**src/rtl/tcm_pkg.sv**
```systemverilog
package tcm_pkg;
  typedef enum logic [1:0] {
    EDGE_NONE = 2'b00,
    EDGE_RISE = 2'b01,
    EDGE_FALL = 2'b10,
    EDGE_BOTH = 2'b11
  } edge_mode_e;

  typedef enum logic [1:0] {
    ACT_HOLD   = 2'b00,
    ACT_HIGH   = 2'b01,
    ACT_LOW    = 2'b10,
    ACT_TOGGLE = 2'b11
  } match_act_e;
endpackage

```
**src/rtl/tcm_edge_sync.sv**
```systemverilog
module tcm_edge_sync #(
  parameter int STAGES = 2
) (
  input  logic                clk_i,
  input  logic                rst_ni,
  input  logic                d_i,
  input  tcm_pkg::edge_mode_e mode_i,
  output logic                hit_o
);
  logic [STAGES-1:0] sync_q;
  logic              prev_q;
  logic              s_lvl, rise, fall;

  always_ff @(posedge clk_i or negedge rst_ni) begin
    if (!rst_ni) sync_q[0] <= 1'b0;
    else         sync_q[0] <= d_i;
  end

  for (genvar g = 1; g < STAGES; g++) begin : g_stage
    always_ff @(posedge clk_i or negedge rst_ni) begin
      if (!rst_ni) sync_q[g] <= 1'b0;
      else         sync_q[g] <= sync_q[g-1];
    end
  end

  assign s_lvl = sync_q[STAGES-1];

  always_ff @(posedge clk_i or negedge rst_ni) begin
    if (!rst_ni) prev_q <= 1'b0;
    else         prev_q <= s_lvl;
  end

  assign rise = s_lvl & ~prev_q;
  assign fall = ~s_lvl & prev_q;

  always_comb begin
    unique case (mode_i)
      tcm_pkg::EDGE_RISE: hit_o = rise;
      tcm_pkg::EDGE_FALL: hit_o = fall;
      tcm_pkg::EDGE_BOTH: hit_o = rise | fall;
      default:            hit_o = 1'b0;
    endcase
  end
endmodule

```
**src/rtl/tcm_match_unit.sv**
```systemverilog
module tcm_match_unit #(
  parameter int TB_W = 16
) (
  input  logic            clk_i,
  input  logic            rst_ni,
  input  logic [TB_W-1:0] tb_a_i,
  input  logic [TB_W-1:0] tb_b_i,
  input  logic            sel_i,
  input  logic            wr_i,
  input  logic [TB_W-1:0] val_i,
  input  logic            clr_i,
  output logic [TB_W-1:0] match_q_o,
  output logic            flag_o,
  output logic            fire_o
);
  logic [TB_W-1:0] match_q, tb_sel, diff;
  logic            armed_q, flag_q, ge;

  assign tb_sel = sel_i ? tb_b_i : tb_a_i;
  // circular compare: reached when the distance past match is under half range
  assign diff   = tb_sel - match_q;
  assign ge     = ~diff[TB_W-1];
  assign fire_o = armed_q & ge & ~wr_i;

  always_ff @(posedge clk_i or negedge rst_ni) begin
    if (!rst_ni) begin
      match_q <= '0;
      armed_q <= 1'b0;
    end else if (wr_i) begin
      match_q <= val_i;
      armed_q <= 1'b1;
    end else if (fire_o) begin
      armed_q <= 1'b0;
    end
  end

  always_ff @(posedge clk_i or negedge rst_ni) begin
    if (!rst_ni)     flag_q <= 1'b0;
    else if (fire_o) flag_q <= 1'b1;
    else if (clr_i)  flag_q <= 1'b0;
  end

  assign match_q_o = match_q;
  assign flag_o    = flag_q;


  fire_sets_flag_chk: assert property (@(posedge clk_i) disable iff (!rst_ni)
    (armed_q && ge && !wr_i) |=> flag_q);

  flag_needs_arm_chk: assert property (@(posedge clk_i) disable iff (!rst_ni)
    $rose(flag_q) |-> $past(armed_q));

  clear_wins_idle_chk: assert property (@(posedge clk_i) disable iff (!rst_ni)
    (clr_i && !fire_o) |=> !flag_q);
endmodule

```
**src/rtl/tcm_capture_unit.sv**
```systemverilog
module tcm_capture_unit #(
  parameter int TB_W = 16
) (
  input  logic            clk_i,
  input  logic            rst_ni,
  input  logic [TB_W-1:0] tb_a_i,
  input  logic [TB_W-1:0] tb_b_i,
  input  logic            sel_i,
  input  logic            hit_i,
  input  logic            en_i,
  input  logic            clr_i,
  output logic [TB_W-1:0] cap_q_o,
  output logic            flag_o
);
  logic [TB_W-1:0] cap_q;
  logic            flag_q, take;

  assign take = hit_i & en_i;

  always_ff @(posedge clk_i or negedge rst_ni) begin
    if (!rst_ni)   cap_q <= '0;
    else if (take) cap_q <= sel_i ? tb_b_i : tb_a_i;
  end

  always_ff @(posedge clk_i or negedge rst_ni) begin
    if (!rst_ni)     flag_q <= 1'b0;
    else if (take)   flag_q <= 1'b1;
    else if (clr_i)  flag_q <= 1'b0;
  end

  assign cap_q_o = cap_q;
  assign flag_o  = flag_q;


  cap_hold_chk: assert property (@(posedge clk_i) disable iff (!rst_ni)
    !(hit_i && en_i) |=> $stable(cap_q));

  cap_flag_chk: assert property (@(posedge clk_i) disable iff (!rst_ni)
    (hit_i && en_i) |=> flag_q);
endmodule

```
**src/rtl/tcm_pin_ctl.sv**
```systemverilog
module tcm_pin_ctl #(
  parameter bit HAS_ODIS = 1'b1
) (
  input  logic                clk_i,
  input  logic                rst_ni,
  input  logic                fire_i,
  input  tcm_pkg::match_act_e act_i,
  input  logic                dir_out_i,
  input  logic                out_dis_i,
  output logic                pin_o,
  output logic                pin_oe_o
);
  logic lvl_q, lvl_d;

  always_comb begin
    lvl_d = lvl_q;
    if (fire_i) begin
      unique case (act_i)
        tcm_pkg::ACT_HIGH:   lvl_d = 1'b1;
        tcm_pkg::ACT_LOW:    lvl_d = 1'b0;
        tcm_pkg::ACT_TOGGLE: lvl_d = ~lvl_q;
        default:             lvl_d = lvl_q;
      endcase
    end
  end

  always_ff @(posedge clk_i or negedge rst_ni) begin
    if (!rst_ni) lvl_q <= 1'b0;
    else         lvl_q <= lvl_d;
  end

  if (HAS_ODIS) begin : g_odis
    assign pin_o = lvl_q & ~out_dis_i;

    odis_low_chk: assert property (@(posedge clk_i) disable iff (!rst_ni)
      out_dis_i |-> !pin_o);
  end else begin : g_no_odis
    logic unused_dis;
    assign unused_dis = out_dis_i;
    assign pin_o      = lvl_q;
  end

  assign pin_oe_o = dir_out_i;
endmodule

```
**src/rtl/tmr_chan_cm.sv**
```systemverilog
module tmr_chan_cm #(
  parameter int TB_W        = 16,
  parameter int SYNC_STAGES = 2,
  parameter bit HAS_ODIS    = 1'b1
) (
  input  logic            clk_i,
  input  logic            rst_ni,
  input  logic [TB_W-1:0] tb_a_i,
  input  logic [TB_W-1:0] tb_b_i,
  input  logic            pin_i,
  input  logic            dir_out_i,
  input  logic            match_tb_sel_i,
  input  logic            cap_tb_sel_i,
  input  logic [1:0]      edge_mode_i,
  input  logic [1:0]      match_act_i,
  input  logic            match_wr_i,
  input  logic [TB_W-1:0] match_val_i,
  input  logic            clr_match_i,
  input  logic            clr_cap_i,
  input  logic            out_dis_i,
  output logic            pin_o,
  output logic            pin_oe_o,
  output logic [TB_W-1:0] match_reg_o,
  output logic [TB_W-1:0] cap_reg_o,
  output logic            match_flag_o,
  output logic            cap_flag_o
);
  logic fire, hit;

  tcm_edge_sync #(.STAGES(SYNC_STAGES)) u_sync (
    .clk_i  (clk_i),
    .rst_ni (rst_ni),
    .d_i    (pin_i),
    .mode_i (tcm_pkg::edge_mode_e'(edge_mode_i)),
    .hit_o  (hit)
  );

  tcm_match_unit #(.TB_W(TB_W)) u_match (
    .clk_i     (clk_i),
    .rst_ni    (rst_ni),
    .tb_a_i    (tb_a_i),
    .tb_b_i    (tb_b_i),
    .sel_i     (match_tb_sel_i),
    .wr_i      (match_wr_i),
    .val_i     (match_val_i),
    .clr_i     (clr_match_i),
    .match_q_o (match_reg_o),
    .flag_o    (match_flag_o),
    .fire_o    (fire)
  );

  tcm_capture_unit #(.TB_W(TB_W)) u_cap (
    .clk_i   (clk_i),
    .rst_ni  (rst_ni),
    .tb_a_i  (tb_a_i),
    .tb_b_i  (tb_b_i),
    .sel_i   (cap_tb_sel_i),
    .hit_i   (hit),
    .en_i    (~dir_out_i),
    .clr_i   (clr_cap_i),
    .cap_q_o (cap_reg_o),
    .flag_o  (cap_flag_o)
  );

  tcm_pin_ctl #(.HAS_ODIS(HAS_ODIS)) u_pin (
    .clk_i     (clk_i),
    .rst_ni    (rst_ni),
    .fire_i    (fire),
    .act_i     (tcm_pkg::match_act_e'(match_act_i)),
    .dir_out_i (dir_out_i),
    .out_dis_i (out_dis_i),
    .pin_o     (pin_o),
    .pin_oe_o  (pin_oe_o)
  );
endmodule

```
**config.mk**
```make
export PLATFORM = sky130hd
export DESIGN_NAME = tmr_chan_cm
export DESIGN_NICKNAME = d
export VERILOG_FILES = /design/src/rtl/tcm_pkg.sv /design/src/rtl/tcm_edge_sync.sv /design/src/rtl/tcm_match_unit.sv /design/src/rtl/tcm_capture_unit.sv /design/src/rtl/tcm_pin_ctl.sv /design/src/rtl/tmr_chan_cm.sv
export SDC_FILE = /design/constraint.sdc
export NUM_CORES = 1
export LEC_CHECK = 0
export BUFFER_PORTS_ARGS = -buffer_cell sky130_fd_sc_hd__buf_4
export CAP_MARGIN = 10
export CORE_MARGIN = 4
export CORE_UTILIZATION = 51
export CTS_CLUSTER_SIZE = 12
export DETAILED_ROUTE_END_ITERATION = 7
export PLACE_DENSITY = 0.85
export SLEW_MARGIN = 40
export SYNTH_ARGS = -nofsm -noshare
export SYNTH_HDL_FRONTEND = slang
export SYNTH_SLANG_ARGS = --single-unit
```
**constraint.sdc**
```tcl
create_clock -name clk_i -period 2.8 [get_ports clk_i]
set_input_delay 0.56 -clock clk_i [delete_from_list [all_inputs] [get_ports clk_i]]
set_output_delay 0.56 -clock clk_i [all_outputs]
set_load 0.02 [all_outputs]
```
## After elaboration in Yosys (flattened, before gate mapping)

Cells that the tools add are included.

- Bitwise operators: 14
- Equal/unequal tests: 6
- $add $sub $neg: 1
- Reduce and logical (&&, ||, !) cells: 5
- Mux-type cells: 10

Operators by type and width:

| operator | number |
|---|---|
| 2-to-1 mux 16 bit | 2 |
| subtractor 16 bit | 1 |
| equality test 2 bit, second input constant | 4 |
| inverter 1 bit | 7 |
| bitwise AND 1 bit | 6 |
| 2-to-1 mux 1 bit | 6 |
| one-hot mux 1 bit (3 select lines) | 2 |
| nonzero test 2 bit | 3 |
| equality test 2 x 1 -> 1 bit, second input constant | 2 |
| nonzero test 3 bit | 1 |
| AND reduction 2 bit | 1 |
| OR 1 bit | 1 |

- Register bits after elaboration: 39
- Word-level logic and storage cells: 45
- Output and inout port bits: 36

## Longest topological paths before layout

Gate-level depths: netlist of the first run.

- Depth after elaboration: 7
- Depth in mapped cells: 10
- Depth with buffers taken out: 8

## Hierarchy

Synthesis of the first run repeated with hierarchy kept, for this count alone.

- Cell total of the unflattened synthesis: 227
- Area total of the unflattened synthesis: 2304.7 sq um

Modules (own cells, without submodules):

| module | cells an instance | times used | area an instance (sq um) | sequential area each (sq um) |
|---|---|---|---|---|
| tcm_match_unit | 133 | 1 | 1247.4 | 450.4 |
| tcm_capture_unit | 76 | 1 | 869.6 | 425.4 |
| tcm_edge_sync | 12 | 1 | 133.9 | 75.1 |
| tcm_pin_ctl | 5 | 1 | 50.0 | 25.0 |
| tmr_chan_cm | 1 | 1 | 3.8 | 0.0 |

## Least setup slack after synthesis of the first run

Ideal clock, no wire load.

- Kind: input-to-reg
- Start: input port match_tb_sel_i
- End: register u_match.armed_q
- Data arrival time: 2.710 ns
- Cell stages on the path: 10
- Required time: 2.682 ns
- Path slack: -0.028 ns
- Path through: buf_6 -> clkbuf_1 -> mux2_2 -> ha_1 -> a21oi_1 -> o21ai_0 -> a221oi_1 -> a21boi_2 -> xnor2_1 -> a21o_1

- Longest elaborated chain between the ends: 6

Ends and longest elaborated chain:

| element | line | RTL |
|---|---|---|
| start, declared | tmr_chan_cm.sv:12 | `input logic match_tb_sel_i,` |
| 2-to-1 mux 16 bit | tcm_match_unit.sv:19 | `assign tb_sel = sel_i ? tb_b_i : tb_a_i;` |
| subtractor 16 bit | tcm_match_unit.sv:21 | `assign diff = tb_sel - match_q;` |
| inverter 1 bit | tcm_match_unit.sv:22 | `assign ge = ~diff[TB_W-1];` |
| bitwise AND 1 bit (2 in series) | tcm_match_unit.sv:23 | `assign fire_o = armed_q & ge & ~wr_i;` |
| nonzero test 2 bit (no line) | -- |  |
| end signal, assigned | tcm_match_unit.sv:28 | `armed_q <= 1'b0;` |
| end signal, assigned | tcm_match_unit.sv:31 | `armed_q <= 1'b1;` |
| end signal, assigned | tcm_match_unit.sv:33 | `armed_q <= 1'b0;` |
| end, declared | tcm_match_unit.sv:17 | `logic armed_q, flag_q, ge;` |

No other way between the ends.
A chain may end at the register's enable or synchronous reset.

## Worst setup path in the final report of the first run

Same ends and word-level chain as after synthesis.

==> run metrics, run 1 <==
Setup crit end kind=flop; CP Buf/Inv Count=1; crit path to=u_match.armed_q$_DFFE_PN0P_; drt pass-1 iters=4; largest net degree at the start of global routing=40; Final Max Slew Viols=0; average wire per standard cell=14.84 um; initial antenna violation count=0; total power=1.741 mW; CTS tree=yes; Routed Antenna Nets=0; Synth cell types=30; Core Area=0.004086 mm2; CTS resizes=0; vias post-DR=1898; critical path peak fanout=16; worst vdd ir=0.2996 mV; leak pwr=1.570 nW; Final Wtd Congestion=0.8964; clock skew=0.007844 ns; Max Cap Viol=0; Final setup viols=0; Power Density=568.1 mW/mm2; Post-synth top cells=dfrtp_1, nor2_1, a21oi_1, mux2i_1, inv_1; Post CTS Setup Buffer Count=0; post-detail-place hpwl=4574 um; full die area=0.005449 mm2; Synth area leader=dfrtp_1; design area=0.003064 mm2; Clock Root Buffer=clkbuf_8; post-synthesis cell area=0.002210 mm2; Rows=23; status=completed; RSZ-0062 raised after global routing=false; Arrival @ worst endpoint=2.56 ns; Avg Cell Area, Syn=9.864 um2; I/O Buffers=97; Starting Density=54.07%; Starting DRT DRC Count=97; Crit Reg-Reg Endpoint=u_match.armed_q$_DFFE_PN0P_; Synthesis Warnings=0; HP Class=in2async; Die Y=73.82 um; maximum buffer depth of the clock tree=2; gr ovfl total=0; Worst path depth=9; prevailing post-synth register cell=dfrtp_1; DRC=0; Hold Buf Count CTS=0; cells on worst reg2reg path=8; Synth top area share=44.17%; later-pin clock latency in the skew report=0.28 ns; area occupied by multi-input gates=0.001107 mm2; Tmin final=2.381 ns; #FFs+latches synth=39; CP delay by family, top=compound AO/OA/AOI/OAI gates; Synth area leaders=dfrtp_1, mux2i_1, ha_1; Net Count, Synth=302; f_max=0.4200 GHz; first-pass GRT wire length=8687 um; cell count after synthesis=224; H-tree lvl count=2; reg2reg setup slack=0.83 ns; nets=397; Ant. Diodes=0; Total Wirelength=5489 um; R2R Path Start=u_match.match_q_o[13]$_DFFE_PN0P_; synthesis-to-finish area growth=38.68%; CP startpoint=match_tb_sel_i; number of synthesized flops with an enable pin=0; most frequent cell after synthesis=dfrtp_1; worst stage delay on the critical path=0.37 ns; fillcell total=310; Hold Violations, Final=0; register area=975.9 um2; Critical Path RT=2.98 ns; WS Path Type=in2reg; Worst setup SP type=input port; Rel. slew slack=68.36%; Critical Path, Cell by Cell=buf_4, mux2_2, ha_1, a21oi_1, o21ai_0, a221oi_1, a21boi_2, xnor2_1, a21o_1; Die W=73.82 um; I/O pin cnt=98; placed cell area=0.002964 mm2; number of global-route vias before repair=1900; layout cells sized above 1=39.06%; ys async rst share=100.0%; DR vias/cell=5.130; clock tree sinks=39; clk slew on worst S/H paths=0.08 ns; final period utilization=85.04%; Fin Setup TNS=0 ns; Worst-Margin Slew=0.4746 ns; Worst path slowest cell=mux2_2; cts bufs inserted=5; register area share after synthesis=44.17%; GR Util All Layers=20.83%
[per-stage QoR]
stage / hold WS, ns / instances / utilization (%) / worst slack, ns
after floorplan: 0.2644 / 224 / - / 0.1180
after global placement: 0.3360 / 362 / 72.54 / 0.1544
after detailed placement: 0.3719 / 362 / 72.54 / 0.09696
after CTS: 0.2505 / 370 / 74.98 / 0.4091
after global routing: 0.2659 / 370 / 74.98 / 0.2369
final: 0.2268 / 370 / 74.98 / 0.4189
[logic make-up (layout without fill, tap and decap cells)]
kind of cell             count (synthesis)  in the layout  synth area share, %
adder cells (fa/ha/maj)                 16             16                9.060
AO/OA/AOI/OAI                           46             46                11.49
AND/OR/NAND/NOR                         52             52                10.25
buffers and inverters                   31            127                5.832
XOR/XNOR                                 3              3                1.529
flip-flops                              39             39                44.17
multiplexers                            37             37                17.67
[layout by cell type (no fill, tap or decap), types with 7 or more instances in the layout]
cell type	synthesis	routed
a21oi_1	21	21
mux2i_1	21	21
ha_1	16	16
dfrtp_1	39	39
nor2_1	22	21
clkbuf_8	0	7
mux2_2	16	16
buf_4	1	99
o21ai_0	17	17
nand2_1	18	18
inv_1	20	20
[flip-flops by register name, summed over array words and instances, names as in the netlist]
| signal | flops |
|---|---|
| u_cap.cap_q_o | 16 |
| u_match.match_q_o | 16 |
| u_cap.flag_o | 1 |
| u_match.armed_q | 1 |
| u_match.flag_o | 1 |
| u_pin.lvl_q | 1 |
| u_sync.prev_q | 1 |
| u_sync.s_lvl | 1 |
| u_sync.sync_q | 1 |
[worst min-delay path by stage]
stage,startpoint,endpoint,slack [ns]
2_1_floorplan,rst_ni,u_cap.cap_q_o[0]$_DFFE_PN0P_,0.26
3_3_place_gp,u_sync.sync_q[0]$_DFF_PN0_,u_sync.s_lvl$_DFF_PN0_,0.34
3_5_place_dp,u_sync.sync_q[0]$_DFF_PN0_,u_sync.s_lvl$_DFF_PN0_,0.37
4_1_cts,rst_ni,u_match.match_q_o[10]$_DFFE_PN0P_,0.25
5_1_grt,rst_ni,u_cap.cap_q_o[9]$_DFFE_PN0P_,0.27
6_report,rst_ni,u_cap.cap_q_o[11]$_DFFE_PN0P_,0.23
[worst register-to-register path, cell delays in order (launching register included)]
cell and delay (ns):
dfrtp_1 0.36, inv_1 0.08, ha_1 0.32, a21oi_1 0.14
nand2_1 0.07, a221oi_1 0.34, a21boi_2 0.26, xnor2_1 0.11
a21o_1 0.19
[where the power goes]
part,switching [mW],internal [mW],total (mW)
Clock,0.179,0.225,0.404
Combinational,0.324,0.295,0.618
Sequential,0.0582,0.660,0.719
[layout make-up]
cell class / count / area share (%)
well taps: 50 / 2.042
multi-input cells: 154 / 36.14
flip-flops and latches: 39 / 31.85
repair buffers: 99 / 24.25
inverters: 20 / 2.450
clock buffers: 8 / 3.267
[metal layers]
layer | GRT usage [%] | part of all wire (%) | vias up | wire length (um)
li1 | - | - | 953 | -
met1 | 26.42 | 41 | 865 | 2275
met2 | 34.84 | 50 | 66 | 2752
met3 | 4.104 | 6.2 | 14 | 343
met4 | 8.048 | 2.2 | 0 | 119
met5 | 0 | 0 | - | 0
(Power assumes the default switching activity.)
==> run 2, diff against run 1 <==
- RECOVER_POWER: default -> 25
- SLEW_MARGIN: 40 -> default
==> run metrics, run 2 (synthesis gave the netlist of run 1 again) <==
largest net degree at the start of global routing=40 (unchanged); Post CTS Setup Buffer Count=0 (unchanged); average wire per standard cell=14.84 um (unchanged); Routed Antenna Nets=0 (unchanged); Critical Path RT=2.98 ns (about the same); RSZ-0062 raised after global routing=false; f_max=0.4200 GHz (unchanged); part of the power in combinational logic=35.5% (about the same); final period utilization=85.04% (unchanged); Starting Density=54.07% (unchanged); Clock Root Buffer=clkbuf_8; status=finished with violations; WS Path Type=in2reg; most frequent cells in the layout=buf_4, dfrtp_1, mux2i_1, nor2_1, a21oi_1; Starting DRT DRC Count=97 (unchanged); hold_ws=0.4023 ns (+0.1755 ns); Tmin final=2.381 ns (unchanged); Final Max Slew Viols=40 (+40); sw power=0.5612 mW (about the same); Ant. Diodes=0 (unchanged); Worst setup SP type=input port; reg2reg setup slack=0.83 ns (about the same); I/O pin cnt=98 (unchanged); maximum buffer depth of the clock tree=2 (unchanged); Setup crit end kind=flop; Power Density=568.5 mW/mm2 (about the same); later-pin clock latency in the skew report=0.28 ns (about the same); worst stage delay on the critical path=0.37 ns (about the same); Die W=73.82 um (unchanged); Hold Violations, Final=0 (unchanged); Hold Buf Count CTS=0 (unchanged); CTS resizes=0 (unchanged); CP delay by family, top=compound AO/OA/AOI/OAI gates; clock tree sinks=39 (unchanged); CP Buf/Inv Count=1 (unchanged); fillcell total=312 (+0.65%); GR Util All Layers=20.83% (unchanged); post-detail-place hpwl=4574 um (unchanged); CTS tree=yes; CP startpoint=match_tb_sel_i; cts bufs inserted=5 (unchanged); placed instance count=362 (unchanged); total power=1.740 mW (about the same); R2R Path Start=u_match.match_q_o[13]$_DFFE_PN0P_; Worst path slowest cell=mux2_2; commonest non-fill, non-tap cell in the layout=buf_4; first-pass GRT wire length=8687 um (unchanged); hold wc startpoint=pin_i; nets=397 (unchanged); I/O Buffers=97 (unchanged); worst vdd ir=0.2996 mV (about the same); drt pass-1 iters=4 (unchanged); Max Cap Viol=1 (+1); DRC=0 (unchanged); vias post-DR=1898 (unchanged); number of global-route vias before repair=1900 (unchanged); synthesis-to-finish area growth=38.51%; clock skew=0.007844 ns (unchanged); Core Area=0.004086 mm2 (unchanged); failing checks=max-capacitance violations, max-slew violations; leak pwr=1.566 nW (-0.24%); Final setup viols=0 (unchanged); Finished Layout Cells=370 (unchanged); Die Y=73.82 um (unchanged); initial antenna violation count=0 (unchanged); Internal Pwr Total=1.179 mW (about the same); Rel. slew slack=-31.95% (-100 points); DR vias/cell=5.130 (unchanged); layout cells sized above 1=38.75% (-0.31 points); critical path peak fanout=16 (unchanged); Final Wtd Congestion=0.8964 (unchanged); H-tree lvl count=2 (unchanged); full die area=0.005449 mm2 (unchanged); Switching Share=32.26% (about the same); Flop pwr share=41.3% (about the same); Fin Setup TNS=0 ns (unchanged); Worst-Margin Slew=1.979 ns (+1.505 ns); HP Class=in2reg; Clock power frac=23.2% (about the same); Critical Path, Cell by Cell=buf_4, mux2_2, ha_1, a21oi_1, o21ai_0, a221oi_1, a21boi_2, xnor2_1, a21o_1; Rows=23 (unchanged); Total Wirelength=5489 um (unchanged); clk slew on worst S/H paths=0.08 ns (about the same); gr ovfl total=0 (unchanged); Arrival @ worst endpoint=2.56 ns (about the same)
run 2: cell types whose count changed in the layout (fill, tap and decap cells not counted), sizes merged:
cell    before  now
buf         99   97
clkbuf       8   10
run 2: area by class of cell:
class	instances	area (um2)	area share, %
multi-input combinational	154	1107	36.18
sequential	39	975.9	31.89
timing repair buffer	99	739.5	24.16
clock buffer	8	100.1	3.271
inverter	20	75.07	2.453
tap	50	62.56	2.044
run 2: worst paths after layout:
| check | to | depth (start not counted) |
|---|---|---|
| max in group asynchronous | u_match.match_q_o[10]$_DFFE_PN0P_ | 1 |
| worst max-delay path | u_match.armed_q$_DFFE_PN0P_ | 9 |
| min in group asynchronous | u_cap.cap_q_o[11]$_DFFE_PN0P_ | 1 |
| worst min register to register | u_sync.s_lvl$_DFF_PN0_ | 0 |
| worst min-delay path | u_sync.sync_q[0]$_DFF_PN0_ | 1 |
| worst max register to register | u_match.armed_q$_DFFE_PN0P_ | 8 |
run 2: routing by layer:
metal	wire length, um	global-route usage, %
met5	0	0
met4	119	8.048
met3	343	4.104
met2	2751	34.84
met1	2276	26.42
run 2: power by group through the flow:
| stage | combinational, mW | clock (mW) | sequential, mW |
|---|---|---|---|
| floorplan | 0.234 | 0 | 0.827 |
| global placement | 0.605 | 0 | 0.725 |
| detailed placement | 0.622 | 0 | 0.729 |
| CTS | 0.625 | 0.412 | 0.719 |
| global route | 0.677 | 0.436 | 0.731 |
| finish | 0.617 | 0.404 | 0.719 |
run 2: through the flow:
step | utilization, % | area [um2] | setup slack, ns
6_report | 74.89 | 3060 | 0.4189
2_1_floorplan | - | 2211 | 0.1180
5_1_grt | 74.89 | 3060 | 0.2369
3_3_place_gp | 72.54 | 2964 | 0.1544
3_5_place_dp | 72.54 | 2964 | 0.09696
4_1_cts | 74.98 | 3064 | 0.4091
==> run 3, diff against run 2 <==
- CORE_UTILIZATION: 51 -> 47
- PLACE_DENSITY: 0.85 -> 0.8
- clock period: 2.8 -> 2.5 ns (I/O delays scaled with it)
==> run metrics, run 3 (synthesis gave the netlist of run 1 again) <==
Critical Path RT=2.67 ns (-0.31 ns); Flop pwr share=41.1% (-0.2 points); worst vdd ir=0.2817 mV (-6.0%); Total Wirelength=5433 um (-1.0%); setup ws final=0.2184 ns (-0.2006 ns); Max Cap Viol=0 (-1); Arrival @ worst endpoint=2.45 ns (-0.11 ns); clk slew on worst S/H paths=0.07 ns (about the same); Rel. slew slack=36.09% (+68 points); pre-CTS WS=-0.1076 ns (-0.2045 ns); final period utilization=91.26%; f_max=0.4383 GHz; I/O Buffers=97 (unchanged); Hold Buf Count CTS=0 (unchanged); later-pin clock latency in the skew report=0.28 ns (about the same); Setup crit end kind=flop; CTS resizes=0 (unchanged); synthesis-to-finish area growth=39.98%; Core Util, Final=69.59% (-5.3 points); RSZ-0062 raised after global routing=false; Die Y=76.57 um (+3.7%); most frequent cells in the layout=buf_4, dfrtp_1, mux2i_1, nor2_1, a21oi_1; gr ovfl total=0 (unchanged); Clock power frac=23.3% (about the same); Worst Hold End=u_sync.sync_q[0]$_DFF_PN0_; part of the power in combinational logic=35.6% (about the same); WS Path Type=in2reg; Starting Density=49.72% (-4.4 points); Power Density=635.2 mW/mm2 (+12%); largest net degree at the start of global routing=40 (unchanged); H-tree lvl count=2 (unchanged); reg2reg setup slack=0.54 ns (-0.29 ns); cts bufs inserted=5 (unchanged); total power=1.965 mW (+13%); Tmin final=2.282 ns; sw power=0.6371 mW (+14%); Final setup viols=0 (unchanged); leak pwr=1.586 nW (+1.2%); drt pass-1 iters=5 (+1); full die area=0.005862 mm2 (+7.6%); post-detail-place hpwl=4377 um (-4.3%); Final Max Slew Viols=0 (-100%); Worst-Margin Slew=0.9587 ns (-1.021 ns); Starting DRT DRC Count=84 (-13%); nets=400 (+0.76%); number of global-route vias before repair=1962 (+3.3%); GR Util All Layers=18.65% (-2.2 points); Hold Violations, Final=0 (unchanged); Core Area=0.004444 mm2 (+8.8%); layout cells sized above 1=39.94% (+1.2 points); clock skew=0.003888 ns (-0.003956 ns); critical path peak fanout=15 (-1); Switching Share=32.43% (+0.17 points); cells on worst reg2reg path=8 (unchanged); Post CTS Setup Buffer Count=0 (unchanged); hold wc startpoint=pin_i; clock tree sinks=39 (unchanged); first-pass GRT wire length=8935 um (+2.9%); Final Wtd Congestion=0.7954 (-11%); average wire per standard cell=14.49 um (-2.3%); vias post-DR=1958 (+3.2%); Internal Pwr Total=1.328 mW (+13%); status=completed; Ant. Diodes=0 (unchanged); CTS tree=yes; hold_ws=0.3445 ns (-0.05779 ns); Finished Layout Cells=375 (+1.4%); maximum buffer depth of the clock tree=2 (unchanged); Die W=76.57 um (+3.7%); Routed Antenna Nets=0 (unchanged); I/O pin cnt=98 (unchanged); placed instance count=367 (+1.4%); R2R Path Start=u_match.match_q_o[13]$_DFFE_PN0P_; Crit Reg-Reg Endpoint=u_pin.lvl_q$_DFFE_PN0P_; hold path cells=1 (unchanged); commonest non-fill, non-tap cell in the layout=buf_4; Rows=24 (+4.3%); HP Class=in2reg; Clock Root Buffer=clkbuf_8; DR vias/cell=5.221 (+1.8%); DRC=0 (unchanged); Worst setup SP type=input port; initial antenna violation count=0 (unchanged)
## run 3: how the worst max path moves through the flow
stage,startpoint,end,slack [ns],depth (start not counted)
2_1_floorplan,match_tb_sel_i,u_match.armed_q$_DFFE_PN0P_,0.02,10
3_3_place_gp,match_tb_sel_i,u_match.armed_q$_DFFE_PN0P_,-0.004,9
3_5_place_dp,match_tb_sel_i,u_pin.lvl_q$_DFFE_PN0P_,-0.11,9
4_1_cts,match_tb_sel_i,u_pin.lvl_q$_DFFE_PN0P_,0.21,9
5_1_grt,match_tb_sel_i,u_match.armed_q$_DFFE_PN0P_,0.12,9
6_report,match_tb_sel_i,u_pin.lvl_q$_DFFE_PN0P_,0.22,9
## run 3: layout make-up
| cell class | instances | area [um2] |
|---|---|---|
| Clock buffer | 8 | 100.1 |
| Fill cell | 366 | 1351 |
| Inverter | 20 | 75.07 |
| Multi-Input combinational cell | 154 | 1114 |
| Sequential cell | 39 | 975.9 |
| Tap cell | 52 | 65.06 |
| Timing Repair Buffer | 102 | 763.2 |
## run 3: power groups by stage
stage	logic (mW)	registers (mW)	clock network, mW
final	0.700	0.807	0.458
after global placement	0.685	0.812	0
after detailed placement	0.702	0.818	0
after global routing	0.764	0.821	0.498
after floorplan	0.267	0.926	0
after CTS	0.706	0.807	0.473
## run 3: layer usage
metal / global-route usage (%) / part of all wire [%] / vias up
met1: 23.87 / 43 / 921
met4: 6.703 / 2.2 / 0
li1: - / - / 957
met5: 0 / 0 / -
met2: 30.84 / 48 / 69
met3: 4.255 / 6.3 / 11
## run 3: through the flow
stage           TNS (ns)  instance area, um2
3_5_place_dp     -0.2839                2995
5_1_grt                0                3093
2_1_floorplan          0                2226
6_report               0                3093
4_1_cts                0                3095
3_3_place_gp   -0.004121                2995
## run 3: worst max-delay path, stage by stage
cell	delay [ns]
buf_4	0.19
mux2_2	0.36
ha_1	0.31
a21oi_1	0.16
nand2_1	0.08
a221oi_2	0.30
a21boi_2	0.25
mux2i_1	0.21
o21ai_1	0.08
